`src/rtl/pmev_pkg.sv`:
```
// Package: bit positions and enable type shared by the event register block.
// Assumes the status field sits in the low byte of the event word and the
// enables in the byte above it.
package pmev_pkg;
    localparam int ST_RTC  = 0;
    localparam int ST_PWR  = 1;
    localparam int ST_TMR  = 2;
    localparam int ST_GLB  = 3;
    localparam int ST_BM   = 4;
    localparam int ST_PCIE = 5;
    localparam int ST_WAKE = 6;
    localparam int NSTAT   = 7;

    localparam int EN_RTC      = 8;
    localparam int EN_PWR      = 9;
    localparam int EN_TMR      = 10;
    localparam int EN_GLB      = 11;
    localparam int EN_PCIE_DIS = 13;

    localparam int NWAKE = 3;  // alarm, power button, PCIe

    typedef struct packed {
        logic pcie_dis;
        logic glb;
        logic tmr;
        logic pwr;
        logic rtc;
    } pmev_en_t;
endpackage

```
`src/rtl/pmev_timer.sv`:
```
// Module: free-running counter with a falling-edge detect on one bit.
// Assumes BIT < W. ovf is combinational so the status bit captures it on the
// same edge that moves the counter past the falling edge.
module pmev_timer #(
    parameter int W   = 24,
    parameter int BIT = 22
) (
    input  logic         clk,
    input  logic         rst_n,
    input  logic         tick,
    output logic [W-1:0] cnt,
    output logic         ovf
);
    logic [W-1:0] cnt_nxt;

    // Next count value.
    assign cnt_nxt = cnt + W'(1);

    // Overflow when the watched bit goes from 1 to 0 on this tick.
    assign ovf = tick && cnt[BIT] && !cnt_nxt[BIT];

    // Counter register, advancing on the strobe.
    always_ff @(posedge clk) begin
        if (!rst_n)
            cnt <= '0;
        else if (tick)
            cnt <= cnt_nxt;
    end

    AST_TMR_STEP: assert property (@(posedge clk) disable iff (!rst_n)
        tick |=> (cnt == W'($past(cnt) + W'(1))));
    AST_TMR_HOLD: assert property (@(posedge clk) disable iff (!rst_n)
        !tick |=> $stable(cnt));
endmodule

```
`src/rtl/pmev_status.sv`:
```
// Module: bank of sticky status bits that are cleared by writing 1.
// Assumes set and clr are single-cycle qualified vectors. A set in the same
// cycle as a clear wins, which also gives level sources their re-set.
module pmev_status #(
    parameter int N = 7
) (
    input  logic         clk,
    input  logic         rst_n,
    input  logic [N-1:0] set,
    input  logic [N-1:0] clr,
    output logic [N-1:0] q
);
    for (genvar i = 0; i < N; i++) begin : g_bit
        logic q_r;

        // One sticky bit: hardware set dominates software clear.
        always_ff @(posedge clk) begin
            if (!rst_n)
                q_r <= 1'b0;
            else
                q_r <= set[i] | (q_r & ~clr[i]);
        end

        assign q[i] = q_r;

        AST_W1C: assert property (@(posedge clk) disable iff (!rst_n)
            (clr[i] && !set[i]) |=> !q[i]);
        AST_SET_STICKS: assert property (@(posedge clk) disable iff (!rst_n)
            set[i] |=> q[i]);
    end
endmodule

```
`src/rtl/pmev_wake.sv`:
```
// Module: wake detection and the held wake request.
// Assumes the sources are already qualified by their enable or disable bits
// through src_mask. The request holds until the sleep controller acknowledges.
module pmev_wake #(
    parameter int NSRC = 3
) (
    input  logic            clk,
    input  logic            rst_n,
    input  logic            sleeping,
    input  logic [NSRC-1:0] src,
    input  logic [NSRC-1:0] src_mask,
    input  logic            wake_done,
    output logic            wake_evt,
    output logic            wake_req
);
    // An enabled source seen while asleep is a wake event.
    assign wake_evt = sleeping && |(src & src_mask);

    // Held request: a new event dominates the acknowledge.
    always_ff @(posedge clk) begin
        if (!rst_n)
            wake_req <= 1'b0;
        else if (wake_evt)
            wake_req <= 1'b1;
        else if (wake_done)
            wake_req <= 1'b0;
    end

    AST_WAKE_SET: assert property (@(posedge clk) disable iff (!rst_n)
        wake_evt |=> wake_req);
    AST_WAKE_HOLD: assert property (@(posedge clk) disable iff (!rst_n)
        (wake_req && !wake_done) |=> wake_req);
    AST_WAKE_ASLEEP: assert property (@(posedge clk) disable iff (!rst_n)
        (!$past(wake_req) && wake_req) |-> $past(sleeping));
endmodule

```
`src/rtl/pmev_route.sv`:
```
// Module: steers enabled status to the SCI or SMI# level outputs.
// Assumes status and enables come straight from registers, so the outputs
// follow them with no added cycle. Deep sleep masks both outputs.
module pmev_route
    import pmev_pkg::*;
(
    input  logic [NSTAT-1:0] stat,
    input  pmev_en_t         en,
    input  logic             sci_en,
    input  logic             deep_sleep,
    output logic             sci,
    output logic             smi_n
);
    logic evt_pend;
    logic glb_pend;

    // Pending events that follow the SCI/SMI# steering.
    assign evt_pend = (stat[ST_RTC] & en.rtc)
                    | (stat[ST_PWR] & en.pwr)
                    | (stat[ST_TMR] & en.tmr);

    // Global event, always routed to SCI.
    assign glb_pend = stat[ST_GLB] & en.glb;

    // Output drive, held back while in deep sleep.
    always_comb begin
        sci   = !deep_sleep && ((evt_pend && sci_en) || glb_pend);
        smi_n = !(!deep_sleep && evt_pend && !sci_en);
    end
endmodule

```
`src/rtl/pm_evt_status.sv`:
```
// Module: power management event status register, top level.
// Address 0: status bits 0..6 (cleared by writing 1), enables 8..11 and 13.
// Address 1: timer value, zero-extended. Writes are full 32-bit words.
// Assumes TMR_W <= 32 and TMR_BIT < TMR_W.
module pm_evt_status
    import pmev_pkg::*;
#(
    parameter int TMR_W   = 24,
    parameter int TMR_BIT = 22
) (
    input  logic        clk,
    input  logic        rst_n,
    input  logic        reg_wr,
    input  logic        reg_addr,
    input  logic [31:0] reg_wdata,
    output logic [31:0] rd_data,
    input  logic        sci_en,
    input  logic        sleeping,
    input  logic        deep_sleep,
    input  logic        rtc_alarm,
    input  logic        pwr_btn,
    input  logic        bm_req,
    input  logic        bm_busy,
    input  logic        glb_release,
    input  logic        tmr_tick,
    input  logic        pcie_wake_n,
    input  logic        pcie_beacon,
    input  logic        pcie_pme,
    input  logic        wake_done,
    output logic        sci,
    output logic        smi_n,
    output logic        wake_req
);
    localparam int PAD_W = 32 - TMR_W;

    pmev_en_t          en_q;
    logic [NSTAT-1:0]  stat_q;
    logic [NSTAT-1:0]  stat_set;
    logic [NSTAT-1:0]  stat_clr;
    logic [TMR_W-1:0]  tmr_cnt;
    logic              tmr_ovf;
    logic              pcie_act;
    logic              wake_evt;
    logic              ev_wr;
    logic [NWAKE-1:0]  wk_src;
    logic [NWAKE-1:0]  wk_mask;
    logic              unused_wbits;

    assign unused_wbits = ^{reg_wdata[31:14], reg_wdata[12], reg_wdata[7]};

    // Write to the event word this cycle.
    assign ev_wr = reg_wr && !reg_addr;

    // Any PCIe wake indication is active.
    assign pcie_act = !pcie_wake_n || pcie_beacon || pcie_pme;

    // Enable register, read/write through address 0.
    always_ff @(posedge clk) begin
        if (!rst_n) begin
            en_q <= '0;
        end else if (ev_wr) begin
            en_q.rtc      <= reg_wdata[EN_RTC];
            en_q.pwr      <= reg_wdata[EN_PWR];
            en_q.tmr      <= reg_wdata[EN_TMR];
            en_q.glb      <= reg_wdata[EN_GLB];
            en_q.pcie_dis <= reg_wdata[EN_PCIE_DIS];
        end
    end

    // Hardware set sources for each status bit.
    always_comb begin
        stat_set          = '0;
        stat_set[ST_RTC]  = rtc_alarm;
        stat_set[ST_PWR]  = pwr_btn;
        stat_set[ST_TMR]  = tmr_ovf;
        stat_set[ST_GLB]  = glb_release;
        stat_set[ST_BM]   = bm_req || bm_busy;
        stat_set[ST_PCIE] = pcie_act;
        stat_set[ST_WAKE] = wake_evt;
    end

    // Software clear: writing 1 to a status bit position.
    assign stat_clr = ev_wr ? reg_wdata[NSTAT-1:0] : '0;

    // Wake sources and their qualification.
    assign wk_src  = {pcie_act, pwr_btn, rtc_alarm};
    assign wk_mask = {!en_q.pcie_dis, en_q.pwr, en_q.rtc};

    pmev_timer #(
        .W   (TMR_W),
        .BIT (TMR_BIT)
    ) u_timer (
        .clk   (clk),
        .rst_n (rst_n),
        .tick  (tmr_tick),
        .cnt   (tmr_cnt),
        .ovf   (tmr_ovf)
    );

    pmev_status #(
        .N (NSTAT)
    ) u_status (
        .clk   (clk),
        .rst_n (rst_n),
        .set   (stat_set),
        .clr   (stat_clr),
        .q     (stat_q)
    );

    pmev_wake #(
        .NSRC (NWAKE)
    ) u_wake (
        .clk       (clk),
        .rst_n     (rst_n),
        .sleeping  (sleeping),
        .src       (wk_src),
        .src_mask  (wk_mask),
        .wake_done (wake_done),
        .wake_evt  (wake_evt),
        .wake_req  (wake_req)
    );

    pmev_route u_route (
        .stat       (stat_q),
        .en         (en_q),
        .sci_en     (sci_en),
        .deep_sleep (deep_sleep),
        .sci        (sci),
        .smi_n      (smi_n)
    );

    // Read multiplexer; reserved positions return 0.
    always_comb begin
        if (reg_addr)
            rd_data = {{PAD_W{1'b0}}, tmr_cnt};
        else
            rd_data = {18'b0, en_q.pcie_dis, 1'b0, en_q.glb, en_q.tmr,
                       en_q.pwr, en_q.rtc, 1'b0, stat_q};
    end

    AST_SMI_ROUTE: assert property (@(posedge clk) disable iff (!rst_n)
        !smi_n |-> !sci_en);
    AST_DEEP_QUIET: assert property (@(posedge clk) disable iff (!rst_n)
        deep_sleep |-> (!sci && smi_n));
    AST_PCIE_LEVEL: assert property (@(posedge clk) disable iff (!rst_n)
        pcie_act |=> stat_q[ST_PCIE]);
    AST_TMR_OVF: assert property (@(posedge clk) disable iff (!rst_n)
        $fell(tmr_cnt[TMR_BIT]) |-> stat_q[ST_TMR]);
    AST_GLB_SCI: assert property (@(posedge clk) disable iff (!rst_n)
        (stat_q[ST_GLB] && en_q.glb && !deep_sleep) |-> sci);
endmodule

```
`config.mk`:
```
export PLATFORM = sky130hd
export DESIGN_NAME = pm_evt_status
export DESIGN_NICKNAME = d
export VERILOG_FILES = /design/src/rtl/pmev_pkg.sv /design/src/rtl/pmev_timer.sv /design/src/rtl/pmev_status.sv /design/src/rtl/pmev_wake.sv /design/src/rtl/pmev_route.sv /design/src/rtl/pm_evt_status.sv
export SDC_FILE = /design/constraint.sdc
export NUM_CORES = 1
export LEC_CHECK = 0
export BUFFER_PORTS_ARGS = -buffer_cell sky130_fd_sc_hd__buf_2
export CAP_MARGIN = 40
export CORE_MARGIN = 2
export CORE_UTILIZATION = 52
export CTS_CLUSTER_DIAMETER = 100
export DETAILED_ROUTE_END_ITERATION = 16
export MAX_ROUTING_LAYER = met4
export PLACE_DENSITY = 0.85
export RECOVER_POWER = 50
export SETUP_SLACK_MARGIN = 0.5
export SYNTH_ARGS = -nofsm -noshare
export SYNTH_HDL_FRONTEND = slang
export SYNTH_HIERARCHICAL = 1
export SYNTH_SLANG_ARGS = --single-unit
export TNS_END_PERCENT = 100
```
`constraint.sdc`:
```
create_clock -name clk -period 4.2 [get_ports clk]
set_clock_uncertainty 0.1 [all_clocks]
set_input_delay 0.63 -clock clk [delete_from_list [all_inputs] [get_ports clk]]
set_output_delay 0.63 -clock clk [all_outputs]
set_load 0.02 [all_outputs]
```
==> reports/qor.yml <==
grt_start_max_net_pins: 27
maxCapViolations: 0
drive_gt1_share_pct: 27.6
worst_slew_pin_slew_ns: 1.19
async_reset_ff_share_pct: 0
clock.fmax_mhz: 356
critPathBufInv: 2
dpl_cell_area_um2: 2250
fin_cells: 323
wl_per_cell_um: 12.7
crit_path_end_kind: "primary output"
cp_max_fo: 26
slowest_delay_ns: 0.85
p_leak_nw: 1.00
synth.avg_cell_area_um2: 8.98
syn_inst: 231
finalHoldViolCount: 0
yosys-top-cells-area: "dfxtp_1 36%, and2_1 6.0%, buf_4 5.8%"
tns_ns: 0
place_ws_ns: 1.83
yosysWarningCount: 6
gr-total-overflow: 0
clkSinkCount: 37
clkLatencyLatePin_ns: 0.29
post-dp-hpwl_mm: 2.95
crit_family: "buffers and inverters"
die_area_um2: 4510
worstSetupStartpoint: "reg_addr"
worstSetupPathDepth: 3
synth_most_common_cell: "dfxtp_1"
placed_cells: 315
cp_cell_sequence: "clkbuf_1 -> mux2_2 -> buf_2"
grt_pass1_vias: 1503
cts_buffer_depth: 2
cp.arrival_ns: 2.08
r2r-end: "u_timer/cnt[21]"
r2r_slack_ns: 2.22
postCtsSetupRepairBufs: 0
place_congestion: 0.752
cts_hold_buf: 0
boundaryPins: 84
fp.dieH_um: 67.2
cp-start-kind: "input port"
period_minus_slack_ns: 2.81
crit_type: "input port to primary output"
wirelength_mm: 4.10
yosysTopAreaCellShare_pct: 35.7
power.density_nw_per_um2: 306
fp.coreArea_um2: 3740
drt_iter0_drc: 76
routed_via_density: 5.22
io_buffers: 55
synth_top_area_cell: "dfxtp_1"
start_util_pct: 55.4
finalCritPeriodShare_pct: 66.9
synth_edf_count: 0
setup_slack_ns: 1.39
final_antenna_net_count: 0
final_area_um2: 2340
ff2ff_path_depth: 4
area_delta_synth_final_pct: 12.7
cts_buffers: 5
relSlewSlack_pct: 20.8
cts_resized: 0
worstSetupEndpoint: "rd_data[2]"
cp_slowest_cell: "clkbuf_1"
cts_tree: "built"
yosysSeqAreaShare_pct: 35.7
rr_startpoint: "u_timer/cnt[11]"
grt_pass1_wl_mm: 6.76
htreeDepth: 2
synth_top_flop_cell: "dfxtp_1"
finalCoreUtilization_pct: 62.4
ys_seq_elements: 37
die_w_um: 67.2
vias: 1685
nNetsFinal: 324
nFillCells: 342
rows: 22
rsz0062_at_grt: "false"
synthTopCellsByCount: "37 x dfxtp_1, 20 x and2_1, 18 x nand2_1"
drcViolationCount: 0
grt_use_total_pct: 20.5
clk_pin_slew_ns: 0.07
antenna_found_initial: 0
timing.hold.worst.class: "flop to flop"
peakVddDrop_mv: 0.196
ctsRootBufferMaster: "clkbuf_8"
status: "finished, final reports clean"
worst_ep_required_time_ns: 3.47
synth_cell_types: 39
synth_area_um2: 2070
maxSlewViolCount: 0
first_pass_iters: 4
diodes: 0
setup_viol: 0
per-layer routing:
layer	routed length [µm]	global-route usage [%]	vias to the layer above
li1	-	-	864
met1	1930	24.9	763
met2	1920	32.3	55
met3	218	5.67	3
met4	36	8.16	0
met5	0	-	-
sequential cells by signal, indices dropped and copies added, names as in the netlist:
name	count
en_q	5
u_status/g_bit.q_r	7
u_timer/cnt	24
u_wake/wake_req	1
area by class of cell:
cell class / instances / area (µm²) / share of cell area (%)
Timing Repair Buffer: 55 / 272 / 11.6
Inverter: 4 / 15.0 / 0.642
Clock inverter: 1 / 5.00 / 0.214
Tap cell: 48 / 60.1 / 2.57
Clock buffer: 7 / 96.3 / 4.12
Sequential cell: 37 / 741 / 31.7
Multi-Input combinational cell: 171 / 1150 / 49.1
stage by stage:
step | total power, mW | hold WS (ns)
CTS | 0.725 | 0.379
global route | 0.747 | 0.403
global placement | 0.452 | 0.342
finish | 0.715 | 0.373
floorplan | 0.441 | 0.335
detailed placement | 0.454 | 0.369
how the worst min path moves through the flow:
stage,start,to,slack (ns),cells after the start
2_1_floorplan,en_q[4],en_q[4],0.33,2
3_3_place_gp,en_q[4],en_q[4],0.34,2
3_5_place_dp,en_q[4],en_q[4],0.37,2
4_1_cts,en_q[4],en_q[4],0.38,2
5_1_grt,en_q[4],en_q[4],0.40,2
6_report,en_q[4],en_q[4],0.37,2
logic make-up after synthesis:
kind of cell / count (synthesis) / synth area share (%)
compound gates: 36 / 11.3
xor+xnor: 12 / 5.07
fa+ha+maj: 1 / 0.603
buf+inv: 30 / 9.83
flops: 37 / 35.7
mux: 17 / 9.95
other cells: 1 / 0.181
simple gates: 97 / 27.3
tightest hold or removal path, delay by kind of cell, from the launching register on:
| kind | cells | cell delay (ns) |
|---|---|---|
| DFF | 1 | 0.32 |
| muxes | 1 | 0.06 |
| and+or+nand+nor | 1 | 0.05 |
cell usage in the layout (no fill, tap or decap), drive strengths merged:
cell    count
nor2b      10
a211o       1
xor2        8
conb        8
and4        4
a311oi      1
o31ai       6
or4         6
a21oi      11
buf        52
or2         2
xnor2       4
or3b        1
o21ai       5
o21a       10
nand3       7
nor2       12
a222oi      1
nand2      18
dfxtp      37
clkbuf     10
ha          1
and2       20
nand4       7
mux2i       6
or3         4
inv         4
a22oi       1
clkinv      1
mux2       11
nor3        2
and3        4
where the power goes:
group	switching (mW)	internal [mW]
Sequential	0.00730	0.360
Clock	0.122	0.148
Combinational	0.0433	0.0342
Total	0.173	0.543
Power figures use the tool's default switching activity.
